==> src/rtl/rig_pkg.sv <==
package rig_pkg;
  typedef struct packed {
    logic advance;
    logic fire;
  } strobe_t;

  localparam logic [7:0] FLAG_SET = 8'hC0;
endpackage

==> src/rtl/rig_ctrl.sv <==
module rig_ctrl
  import rig_pkg::*;
#(
  parameter int CNT_W  = 15,
  parameter int CODE_W = 4
) (
  input  logic              tickEn,
  input  logic [CODE_W-1:0] rateCode,
  input  logic              periodicEnable,
  input  logic              lowZero,
  output logic [CNT_W-1:0]  lowMask,
  output strobe_t           strobes
);
  localparam logic [CODE_W-1:0] ALIAS_ONE = CODE_W'(8);
  localparam logic [CODE_W-1:0] ALIAS_TWO = CODE_W'(9);

  logic [CODE_W-1:0] effCode;
  logic [CODE_W-1:0] shiftAmt;
  logic              active;

  always_comb begin
    unique case (rateCode)
      CODE_W'(1): effCode = ALIAS_ONE;
      CODE_W'(2): effCode = ALIAS_TWO;
      default:    effCode = rateCode;
    endcase
    shiftAmt = effCode - CODE_W'(1);
    active   = periodicEnable && (rateCode != '0);
  end

  for (genvar i = 0; i < CNT_W; i++) begin : g_mask
    assign lowMask[i] = (int'(shiftAmt) > i);
  end

  always_comb begin
    strobes.advance = tickEn;
    strobes.fire    = tickEn && active && lowZero;
  end
endmodule

==> src/rtl/rig_datapath.sv <==
module rig_datapath
  import rig_pkg::*;
#(
  parameter int CNT_W = 15
) (
  input  logic             clk,
  input  logic             rstN,
  input  strobe_t          strobes,
  input  logic [CNT_W-1:0] lowMask,
  output logic             lowZero,
  output logic             eventPulse,
  output logic [7:0]       setMask
);
  logic [CNT_W-1:0] tickCount;
  logic [CNT_W-1:0] nextCount;

  always_comb begin
    nextCount = tickCount + CNT_W'(1);
    lowZero   = ((nextCount & lowMask) == '0);
  end

  always_ff @(posedge clk or negedge rstN) begin
    if (!rstN) begin
      tickCount  <= '0;
      eventPulse <= 1'b0;
      setMask    <= 8'h00;
    end else begin
      if (strobes.advance) tickCount <= nextCount;
      eventPulse <= strobes.fire;
      setMask    <= strobes.fire ? FLAG_SET : 8'h00;
    end
  end
endmodule

==> src/rtl/rate_irq_gen.sv <==
module rate_irq_gen
  import rig_pkg::*;
#(
  parameter int CNT_W  = 15,
  parameter int CODE_W = 4
) (
  input  logic              clk,
  input  logic              rstN,
  input  logic              tickEn,
  input  logic [CODE_W-1:0] rateCode,
  input  logic              periodicEnable,
  output logic              eventPulse,
  output logic [7:0]        setMask
);
  strobe_t          strobes;
  logic [CNT_W-1:0] lowMask;
  logic             lowZero;

  rig_ctrl #(.CNT_W(CNT_W), .CODE_W(CODE_W)) u_ctrl (
    .tickEn(tickEn),
    .rateCode(rateCode),
    .periodicEnable(periodicEnable),
    .lowZero(lowZero),
    .lowMask(lowMask),
    .strobes(strobes)
  );

  rig_datapath #(.CNT_W(CNT_W)) u_dp (
    .clk(clk),
    .rstN(rstN),
    .strobes(strobes),
    .lowMask(lowMask),
    .lowZero(lowZero),
    .eventPulse(eventPulse),
    .setMask(setMask)
  );
endmodule

==> config.mk <==
export PLATFORM = sky130hd
export DESIGN_NAME = rate_irq_gen
export DESIGN_NICKNAME = d
export VERILOG_FILES = /design/src/rtl/rig_pkg.sv /design/src/rtl/rig_ctrl.sv /design/src/rtl/rig_datapath.sv /design/src/rtl/rate_irq_gen.sv
export SDC_FILE = /design/constraint.sdc
export NUM_CORES = 1
export LEC_CHECK = 0
export ABC_AREA = 0
export ABC_CLOCK_PERIOD_IN_PS = 2550
export BUFFER_PORTS_ARGS = -buffer_cell sky130_fd_sc_hd__buf_2
export CAP_MARGIN = 20
export CORE_MARGIN = 5
export CORE_UTILIZATION = 30
export DETAILED_ROUTE_END_ITERATION = 8
export GPL_TIMING_DRIVEN = 0
export SETUP_SLACK_MARGIN = 0.2
export SLEW_MARGIN = 20
export SYNTH_ARGS = -nofsm -noshare
export SYNTH_HDL_FRONTEND = slang
export SYNTH_SLANG_ARGS = --single-unit
==> constraint.sdc <==
create_clock -name clk -period 2.55 [get_ports clk]
set_clock_uncertainty 0.2 [all_clocks]
set_input_delay 0.255 -clock clk [delete_from_list [all_inputs] [get_ports clk]]
set_output_delay 0.255 -clock clk [all_outputs]
set_load 0.01 [all_outputs]
* Word level (Yosys, flattened, before mapping) *
Cells that the tools add are included.

cells by class
  equal/unequal tests = 2
  add/subtract/negate cells = 2
  order comparisons = 15
  multiplexer cells = 2
  reduce and logical (&&, ||, !) cells = 5
  bitwise operators = 1

operators by type and width
  cell                                                                             number
  4-bit greater-than comparator, second input constant                             7
  4-bit by 3-bit greater-than comparator with 1-bit output, second input constant  4
  15-bit by 1-bit adder with 15-bit output, second input constant                  1
  15-bit bitwise AND                                                               1
  15-bit logical NOT                                                               1
  4-bit by 1-bit greater-than comparator with 1-bit output, second input constant  2
  4-bit by 2-bit greater-than comparator with 1-bit output, second input constant  2
  8-bit two-way mux                                                                1
  4-bit case mux with 2 select lines                                               1
  4-bit by 1-bit equality test with 1-bit output, second input constant            1
  4-bit by 2-bit equality test with 1-bit output, second input constant            1
  4-bit nonzero test                                                               1
  4-bit by 1-bit subtractor with 4-bit output, second input constant               1
  1-bit logical AND                                                                3

word-level totals
  flip-flop bits (word level) = 24
  input bits = 8
  logic and storage cells = 30
  output and inout bits = 9

* Longest topological paths before layout *
Gate-level depths: netlist of the first run.

  depth in word-level cells = 8
  depth in mapped cells = 10
  mapped depth without buffers = 10

* Hierarchy *
A second synthesis of the first run with hierarchy kept.

unflattened totals
  cell total of the unflattened synthesis = 178
  area, all modules = 1493.9 um^2

by module, submodules not included
  module        cells each  area an instance (um^2)  sequential area each (um^2)  instances
  rig_datapath  113         1076.0                   400.4                        1
  rig_ctrl      65          417.9                    0.0                          1

* Least setup slack after synthesis of the first run *
OpenSTA, ideal clock, no wires.

  path kind = input port to flip-flop
  from = input port rateCode[3]
  to = register u_dp.setMask[6]
  setup time = 0.120 ns
  cell stages on the path = 10
  slack = 0.237 ns
  required time = 2.230 ns
  data arrival time = 1.993 ns
  buffers on the path = 0
  cell sequence = nor2_1 -> mux2_2 -> inv_1 -> ha_1 -> nor2b_1 -> o21ai_0 -> o21ai_2 -> nor3b_1 -> a2111oi_0 -> and4_1

RTL lines
  what                  RTL line            source
  start, declared       rate_irq_gen.sv:10  input logic [CODE_W-1:0] rateCode,
  end signal, assigned  rig_datapath.sv:30  setMask <= strobes.fire ? FLAG_SET : 8'h00;
  end, declared         rig_datapath.sv:12  output logic [7:0] setMask

==> metrics.md, run 1 <==
| Metric | Value |
|---|---|
| Outcome | finished, final reports clean |
| Post-synthesis sequential area ratio | 0.279 |
| Syn Inst Count | 170 |
| Pleak | ~0.00074 uW |
| Reg area | around 400 sq um |
| Worst VDD drop | slightly below 300 uV |
| Die area | ~6300 sq um |
| Synth cell types | between 40 and 50 |
| DR vias | 1185 |
| Num rows | 25 |
| CORE AREA | 4690 sq um |
| TritonCTS clock tree | done |
| TNS Setup | 0 ps |
| CTS Buf Count | 3 |
| Layout Nets | roughly 210 |
| Vias in the first global route | 1140 |
| Final cell count without fillers | between 200 and 250 |
| Starting Density | 0.305 |
| Skew-Pair Late Insertion Delay | 260 ps |
| Worst Setup Start Kind | flip-flop |
| Total GRT Usage | 0.108 |
| Flops & latches, synth | 16 |
| F_max | between 0.4 and 0.5 GHz |
| Via density | 4.80 |
| Rel. slew slack | 0.661 |
| Ys flop type | dfrtp_1 |
| Filler cells | 502 |
| Die W | approximately 79 um |
| Synthesized cell area | around 1400 sq um |
| Clk root buf | clkbuf_8 |
| GPL Wtd Cong | ~0.78 |
| CP max FO | 5 |
| Final hold vios | 0 |
| Initial antenna violation count | 0 |
| Crit path buf inv count | 0 |
| Avg Inst Size Synth | ~8.4 sq um |
| Final Cycle Share | 0.874 |
| Sink Count | 16 |
| Area occupied by multi-input gates | about 940 sq um |
| Final Setup Violations | 0 |
| Clock H-tree levels | 1 |
| GRT overflow | 0 |
| CTS Buffer Depth | 2 |
| Ys async rst share | 1.00 |
| DP Area | around 1600 sq um |
| Top Family by Delay on Critical Path | compound AO/OA/AOI/OAI gates |
| DR iter-0 viols | 73 |
| Top Ports | 17 |
| Max-cap violations | 0 |
| Final WL | 3010 um |
| Yosys warnings | 0 |
| Area grow syn2layout | 19.5% |
| Drt pass-1 iters | 4 |
| Diode count | 0 |
| CP arrival | about 2200 ps |
| Final Core Density | 0.365 |
| Critical Path End Type | flip-flop |
| Wire per inst | roughly 12 um |
| Clk pin slew, worst setup/hold paths | ~70 ps |
| Crit-path slowest cell | dfrtp_2 |
| Type of the tightest min-delay check | input port to flip-flop |
| Largest net degree at the start of global routing | 17 |
| First-pass GRT wire length | between 5000 and 6000 um |
| Die Span Y | just under 80 um |
| Critical path type | flip-flop to flip-flop |
| Post-synth EDFFs | 0 |
| Placed Cells incl. Taps | about 240 |
| Power density over the cells | approximately 670 nW/um^2 |
| PortBufs | 10 |
| DRC | 0 |
| Layout cells sized above 1 | 0.290 |
| Required @ worst endpoint | between 2000 and 3000 ps |
| CP peak stage delay | between 400 and 500 ps |
| DP Wirelength | ~2200 um |
| CP Cell Sequence | ha_4 > or3_4 > a311oi_2 > o221ai_1 > a2111oi_1 > and4_1 |
| Antenna Violating Nets Remaining | 0 |
| Slew Viols, Final | 0 |
| Least-Margin Pin Slew | 504 ps |
| Fin area | 1710 sq um |
| Crit path time final | 2230 ps |
| Unrepaired setup endpoints after global routing | false |
[per-layer routing]
layer  GRT usage  part of all wire  vias to the layer above
met1       0.148              0.49                      538
li1            -                 -                      628
met4      0.0515             0.016                        0
met2       0.166              0.46                       15
met5           0                 0                        -
met3      0.0181             0.030                        4
[cell usage after synthesis, drive strengths merged, types with 2 or more instances]
cell | number | area, sq um
buf | 13 | 104
nor4 | 2 | 12.5
nor3b | 3 | 22.5
or3 | 6 | 40.0
a21oi | 4 | 20.0
nor2 | 9 | 33.8
nor2b | 3 | 18.8
clkbuf | 7 | 36.3
o21ai | 10 | 57.6
nand3 | 11 | 55.1
nor3 | 4 | 31.3
nand2 | 15 | 58.8
ha | 4 | 50.1
and4 | 3 | 26.3
mux2 | 2 | 22.5
a31oi | 3 | 18.8
and3 | 6 | 40.0
inv | 6 | 22.5
xnor2 | 14 | 123
dfrtp | 16 | 400
xor2 | 8 | 70.1
nand4 | 3 | 18.8
[timing repair]
action                                  in CTS  in global routing
hold endpoints to repair                    16                  0
hold buffers                                 1                  0
pin swaps                                    1                  5
resized for setup                            5                 11
endpoints found under the setup margin       1                  1
buffers inserted                             1                  2
[registers in the layout, summed over array words and instances (netlist names)]
register,count
u_dp.setMask,1
u_dp.tickCount,15
[cell families after synthesis]
kind of cell / synth area share
DFF: 0.279
buffers and inverters: 0.114
adders and majority gates: 0.0349
muxes: 0.0227
AOI/OAI and AO/OA: 0.135
other: 0.00262
xor gates and xnor gates: 0.135
and+or+nand+nor: 0.278
[path summary, 6_finish.rpt]
path	from	to	slack, ps	depth (start not counted)
max	u_dp.tickCount[0]$_DFFE_PN0P_	u_dp.setMask[6]$_DFF_PN0_	320	6
min	tickEn	u_dp.tickCount[7]$_DFFE_PN0P_	220	3
max reg2reg	u_dp.tickCount[0]$_DFFE_PN0P_	u_dp.setMask[6]$_DFF_PN0_	320	6
min reg2reg	u_dp.tickCount[14]$_DFFE_PN0P_	u_dp.tickCount[14]$_DFFE_PN0P_	290	1
max in group asynchronous	rstN	u_dp.tickCount[0]$_DFFE_PN0P_	1620	2
min in group asynchronous	rstN	u_dp.tickCount[5]$_DFFE_PN0P_	240	2
[power breakdown]
part / leakage, uW / switching [uW] / internal, uW
clock network: 0.0000288 / 95.7 / 137
registers: 0.000205 / 40.2 / 308
logic: 0.000503 / 275 / 288
[layout by cell type, fill, tap and decap left out, types with 2 or more instances in the layout]
cell type and count:
xor2_1 8, buf_6 3, and4_1 3, xnor2_1 14, and3_1 4, nor2b_1 2
buf_2 12, nor2_1 8, clkbuf_8 5, inv_1 5, o21ai_2 2, conb_1 6
nor3_1 3, nand2_1 14, ha_4 2, nand4_1 3, clkbuf_1 5, o21ai_0 6
and3_2 2, o21ai_1 2, nand3_1 11, buf_4 11, nor4_1 2, a21oi_1 4
or3_1 4, a31oi_1 3, dfrtp_1 15, nor3b_1 3
[tightest hold or removal path, cell delays in order]
cell     delay, ps
buf_2          120
nand3_1        180
xnor2_1         90
[stage by stage]
step	total power [uW]	worst slack, ps	hold WS, ps
5_1_grt	1240	218	252
4_1_cts	1110	210	241
3_5_place_dp	825	-116	-0.415
3_3_place_gp	816	-116	-5.98
6_report	1140	322	224
2_1_floorplan	731	237	-241
[cell type report]
class,instances,share of cell area
repair buffers,14,0.0482
inverters,6,0.0132
clock buffers,4,0.0322
plain buffers,20,0.0826
well taps,54,0.0395
flip-flops and latches,16,0.235
multi-input cells,133,0.550
No activity file was read; power rests on OpenSTA's default activity.
==> run 2: changes to the inputs <==
ABC_CLOCK_PERIOD_IN_PS = 2100   (was 2550)
MAX_ROUTING_LAYER = met4   (was unset)
clock period = 2.1 ns   (was 2.55 ns; I/O delays follow)
==> run 2 against run 1 <==
Compared with the run above: the run now ends with setup timing left; clock power increased by 19%; non-clock buffer count decreased by 1; count of clock-buffer cells in the layout unchanged; largest power group unchanged; highest routed layer unchanged.
==> metrics.md, run 2 (same netlist as run 1, synthesis figures left out) <==
| Metric | Value |
|---|---|
| Placed Cells incl. Taps | 239 |
| First-pass GRT wire length | 5330 um |
| Skew-Pair Late Insertion Delay | 250 ps |
| Layout cells sized above 1 | 0.323 |
| PortBufs | 10 |
| Most frequent cells in the layout | dfrtp_1, xnor2_1, nand2_1, buf_2 |
| Total GRT Usage | 0.107 |
| Final Setup Violations | 1 |
| Worst Setup Start Kind | flip-flop |
| Critical Path End Type | flip-flop |
| Die W | 79.1 um |
| Critical path type | flip-flop to flip-flop |
| Worst VDD drop | between 200 and 300 uV |
| Initial antenna violation count | 0 |
| DP Area | 1610 sq um |
| Filler cells | between 400 and 500 |
| Hold Slack | about 120 ps |
| Area occupied by multi-input gates | between 900 and 1000 sq um |
| DP Wirelength | around 2300 um |
| Vias in the first global route | 1142 |
| Power density over the cells | slightly above 800 nW/um^2 |
| Fin area | between 1500 and 2000 sq um |
| Post-layout power | about 1400 uW |
| Reg area | about 400 sq um |
| Dpl ws | -394 ps |
| Biggest register | u_dp.tickCount |
| Top Ports | 17 |
| DRC | 0 |
| Type of the tightest min-delay check | input port to flip-flop |
| CTS Buffer Depth | 2 |
| Max reg flops | 15 |
| Clock H-tree levels | 1 |
| CP arrival | between 2000 and 2500 ps |
| Leading cell type in the layout, fill and taps excluded | dfrtp_1 |
| GRT overflow | 0 |
| CP max FO | 7 |
| Unrepaired setup endpoints after global routing | true |
| Outcome | finished, violations left |
| Clk pin slew, worst setup/hold paths | approximately 60 ps |
| Pleak | 0.000755 uW |
| Required @ worst endpoint | ~2100 ps |
| TritonCTS clock tree | done |
| Max-cap violations | 0 |
| Area grow syn2layout | 21.3% |
| Sink Count | 16 |
| Largest net degree at the start of global routing | 17 |
| Top Registers | u_dp.tickCount: 15 flops, u_dp.setMask: 1 flops |
| Final Cycle Share | 1.04 |
| Wire per inst | between 10 and 15 um |
| GPL Wtd Cong | between 0.7 and 0.8 |
| Slew Viols, Final | 0 |
| Starting Density | 0.305 |
| Antenna Violating Nets Remaining | 0 |
| Crit path time final | roughly 2200 ps |
| Final WL | 3040 um |
| CTS Buf Count | 3 |
| CORE AREA | about 4700 sq um |
| Via density | between 4 and 5 |
| F_max | 0.457 GHz |
| Failing checks | setup timing |
| Num rows | 25 |
| Clk root buf | clkbuf_8 |
| DR iter-0 viols | 58 |
| Drt pass-1 iters | 4 |
| Layout Nets | between 200 and 250 |
| DR vias | approximately 1200 |
| Final cell count without fillers | 246 |
| Die area | 6260 sq um |
| Diode count | 0 |
| Final worst slack | -90.0 ps |
| Die Span Y | ~79 um |
| Final hold vios | 0 |
## run 2: cell type report
type | count | area share
multi-input cells | 133 | 0.557
inverters | 6 | 0.0130
plain buffers | 20 | 0.0850
flip-flops and latches | 16 | 0.231
well taps | 54 | 0.0389
clock buffers | 4 | 0.0317
repair buffers | 13 | 0.0432
## run 2: what timing repair did
item | 4_1_cts | 5_1_grt
pin swaps | 4 | 2
gates resized for setup | 5 | 11
setup endpoints to repair | 4 | 5
hold buffers | 1 | 0
endpoints found under the hold margin | 16 | 0
cloned | 0 | 0
buffers inserted | 2 | 0
## run 2: metal layers
layer / global-route usage / share of wire / vias up
met5: - / 0 / -
met4: 0.0412 / 0.017 / 0
met3: 0.0159 / 0.041 / 5
met2: 0.166 / 0.45 / 24
met1: 0.142 / 0.49 / 568
li1: - / - / 627
## run 2: through the flow
stage               setup TNS (ps)  utilization
global placement              -339        0.344
detailed placement            -394        0.344
global route                  -169        0.370
CTS                           -129        0.365
floorplan                        0            -
finish                       -90.0        0.370
## run 2: critical path, stage by stage (launching register included)
cell and delay [ps]:
dfrtp_2 420, ha_4 200, or3_4 330, a311oi_2 260, o221ai_1 140, a2111oi_0 330, and4_1 240
## run 2: final timing paths
| check | depth (start not counted) | slack [ps] | end | from |
|---|---|---|---|---|
| min in group asynchronous | 2 | 210 | u_dp.tickCount[4]$_DFFE_PN0P_ | rstN |
| max in group asynchronous | 2 | 1210 | u_dp.tickCount[0]$_DFFE_PN0P_ | rstN |
| min | 3 | 120 | u_dp.tickCount[7]$_DFFE_PN0P_ | tickEn |
| min reg2reg | 1 | 290 | u_dp.tickCount[14]$_DFFE_PN0P_ | u_dp.tickCount[14]$_DFFE_PN0P_ |
| max | 6 | -90 | u_dp.setMask[6]$_DFF_PN0_ | u_dp.tickCount[0]$_DFFE_PN0P_ |
| max reg2reg | 6 | -90 | u_dp.setMask[6]$_DFF_PN0_ | u_dp.tickCount[0]$_DFFE_PN0P_ |
## run 2: power breakdown
group	switching, uW	internal (uW)
logic	354	350
clock network	111	167
registers	42.9	374
==> run 3: changes to the inputs <==
CORE_MARGIN = unset   (was 5)
==> run 3 against run 2 <==
Compared with the run above: critical path depth unchanged; fmax rose by 4.6%; highest routed layer unchanged; combinational power up 3%; cell area increased by 2.9%; global-route usage up 1.9 points; the run now ends clean; routed wire length is 2.0% higher.
==> metrics.md, run 3 (same netlist as run 1, synthesis figures left out) <==
| Metric | Value |
|---|---|
| Outcome | finished, final reports clean |
| Least-Margin Pin Slew | 497 ps |
| Filler cells | 462 |
| Critical path type | flip-flop to flip-flop |
| Sequential share of power | 0.296 |
| CORE AREA | around 4500 sq um |
| Vias in the first global route | 1074 |
| DRC | 0 |
| Crit path time final | 2090 ps |
| Post-layout power | 1430 uW |
| Critical Path End Type | flip-flop |
| Antenna Violating Nets Remaining | 0 |
| Reg2reg setup slack | around 6 ps |
| HP Start | tickEn |
| Max reg flops | 15 |
| Clock share of power | 0.200 |
| Die Span Y | 71.1 um |
| PortBufs | 10 |
| GRT overflow | 0 |
| Required @ worst endpoint | 2100 ps |
| CTS Buffer Depth | 2 |
| Final WL | 3110 um |
| Type of the tightest min-delay check | input port to flip-flop |
| R2R depth | 6 |
| F_max | between 0.4 and 0.5 GHz |
| Diode count | 0 |
| Rel. slew slack | 0.666 |
| CP arrival | around 2100 ps |
| Most frequent cells in the layout | dfrtp_1, xnor2_1, buf_4, nand2_1, buf_2 |
| Reg area | around 400 sq um |
| Max-cap violations | 0 |
| Total GRT Usage | 0.126 |
| Layout Nets | approximately 210 |
| Int Pwr | about 900 uW |
| Final hold vios | 0 |
| Worst r2r src | u_dp.tickCount[0]$_DFFE_PN0P_ |
| Hold Path End | u_dp.tickCount[7]$_DFFE_PN0P_ |
| Reg2reg end | u_dp.setMask[6]$_DFF_PN0_ |
| Pleak | around 0.00077 uW |
| First-pass GRT wire length | between 4000 and 5000 um |
| Net Sw Power | between 500 and 600 uW |
| Unrepaired setup endpoints after global routing | true |
| GPL Wtd Cong | 0.779 |
| Area occupied by multi-input gates | ~1000 sq um |
| Comb pwr share | 0.504 |
| Hold Path Depth | 3 |
| CTS Buf Count | 3 |
| Starting Density | 0.320 |
| DR vias | around 1200 |
| Worst Setup Start Kind | flip-flop |
| Top Registers | u_dp.tickCount: 15 flops, u_dp.setMask: 1 flops |
| Power density over the cells | 800 nW/um^2 |
| Via density | 4.91 |
| Slew Viols, Final | 0 |
| Wire per inst | around 13 um |
| Clock H-tree levels | 1 |
| TritonCTS clock tree | done |
| Largest net degree at the start of global routing | 17 |
| Leading cell type in the layout, fill and taps excluded | dfrtp_1 |
| DP Wirelength | between 2000 and 2500 um |
| Initial antenna violation count | 0 |
| Clk root buf | clkbuf_8 |
| Final Setup Violations | 0 |
| Biggest register | u_dp.tickCount |
| Final Core Density | 0.400 |
| Sink Count | 16 |
| Num rows | 24 |
| Area grow syn2layout | 24.8% |
| Die area | approximately 5000 sq um |
| Layout cells sized above 1 | 0.349 |
| Worst VDD drop | between 200 and 300 uV |
| Skew-Pair Late Insertion Delay | approximately 260 ps |
| Die W | roughly 71 um |
| CP max FO | 7 |
| Top Ports | 17 |
| Drt pass-1 iters | 6 |
| Fin area | 1790 sq um |
| Final Cycle Share | 0.997 |
| Clk pin slew, worst setup/hold paths | approximately 80 ps |
| DR iter-0 viols | 72 |
| Sw Ratio | 0.370 |
| DP Area | around 1600 sq um |
[run 3: repair_timing]
item	in CTS	in global routing
hold endpoints to repair	16	0
hold buffers	1	0
setup endpoints to repair	4	4
resized for setup	5	18
pin swaps	0	7
buffers inserted	1	4
[run 3: worst max-delay path by stage]
stage / start / endpoint / slack, ps
final: u_dp.tickCount[0]$_DFFE_PN0P_ / u_dp.setMask[6]$_DFF_PN0_ / 6
after global routing: u_dp.tickCount[0]$_DFFE_PN0P_ / u_dp.setMask[6]$_DFF_PN0_ / -100
after CTS: u_dp.tickCount[0]$_DFFE_PN0P_ / u_dp.setMask[6]$_DFF_PN0_ / -180
after detailed placement: rateCode[3] / u_dp.setMask[6]$_DFF_PN0_ / -370
after global placement: rateCode[3] / u_dp.setMask[6]$_DFF_PN0_ / -390
after floorplan: u_dp.tickCount[0]$_DFFE_PN0P_ / u_dp.setMask[6]$_DFF_PN0_ / 10
[run 3: stage by stage]
stage               cells  hold slack (ps)  setup TNS (ps)  setup WS [ps]
finish                247              122               0           5.90
global placement      237            -55.4            -386           -386
CTS                   243              199            -182           -182
detailed placement    237            -48.0            -367           -367
floorplan             175             -286               0           14.2
global route          247              122            -102           -102
[run 3: cell type report]
type,count,share of cell area
Buffer,20,0.0833
Inverter,6,0.0126
Timing Repair Buffer,16,0.0546
Multi-Input combinational cell,133,0.558
Sequential cell,16,0.225
Tap cell,52,0.0364
Clock buffer,4,0.0308
[run 3: power groups by stage]
stage / Sequential [uW] / Combinational (uW) / Clock, uW
2_1_floorplan: 425 / 509 / 0
3_3_place_gp: 434 / 617 / 0
3_5_place_dp: 435 / 627 / 0
4_1_cts: 426 / 668 / 292
5_1_grt: 429 / 785 / 311
6_report: 423 / 722 / 286
[run 3: routing by layer]
layer / wire, um / GRT usage
met4: 51 / 0.0289
met3: 91 / 0.0299
met2: 1360 / 0.188
met1: 1600 / 0.172
met5: 0 / -
[run 3: critical path, cell delays in order, from the launching register on]
cell and delay [ps]:
dfrtp_2 440, ha_4 200, or3_4 330, a311oi_2 300, o221ai_2 130, a2111oi_2 200
and4_1 230
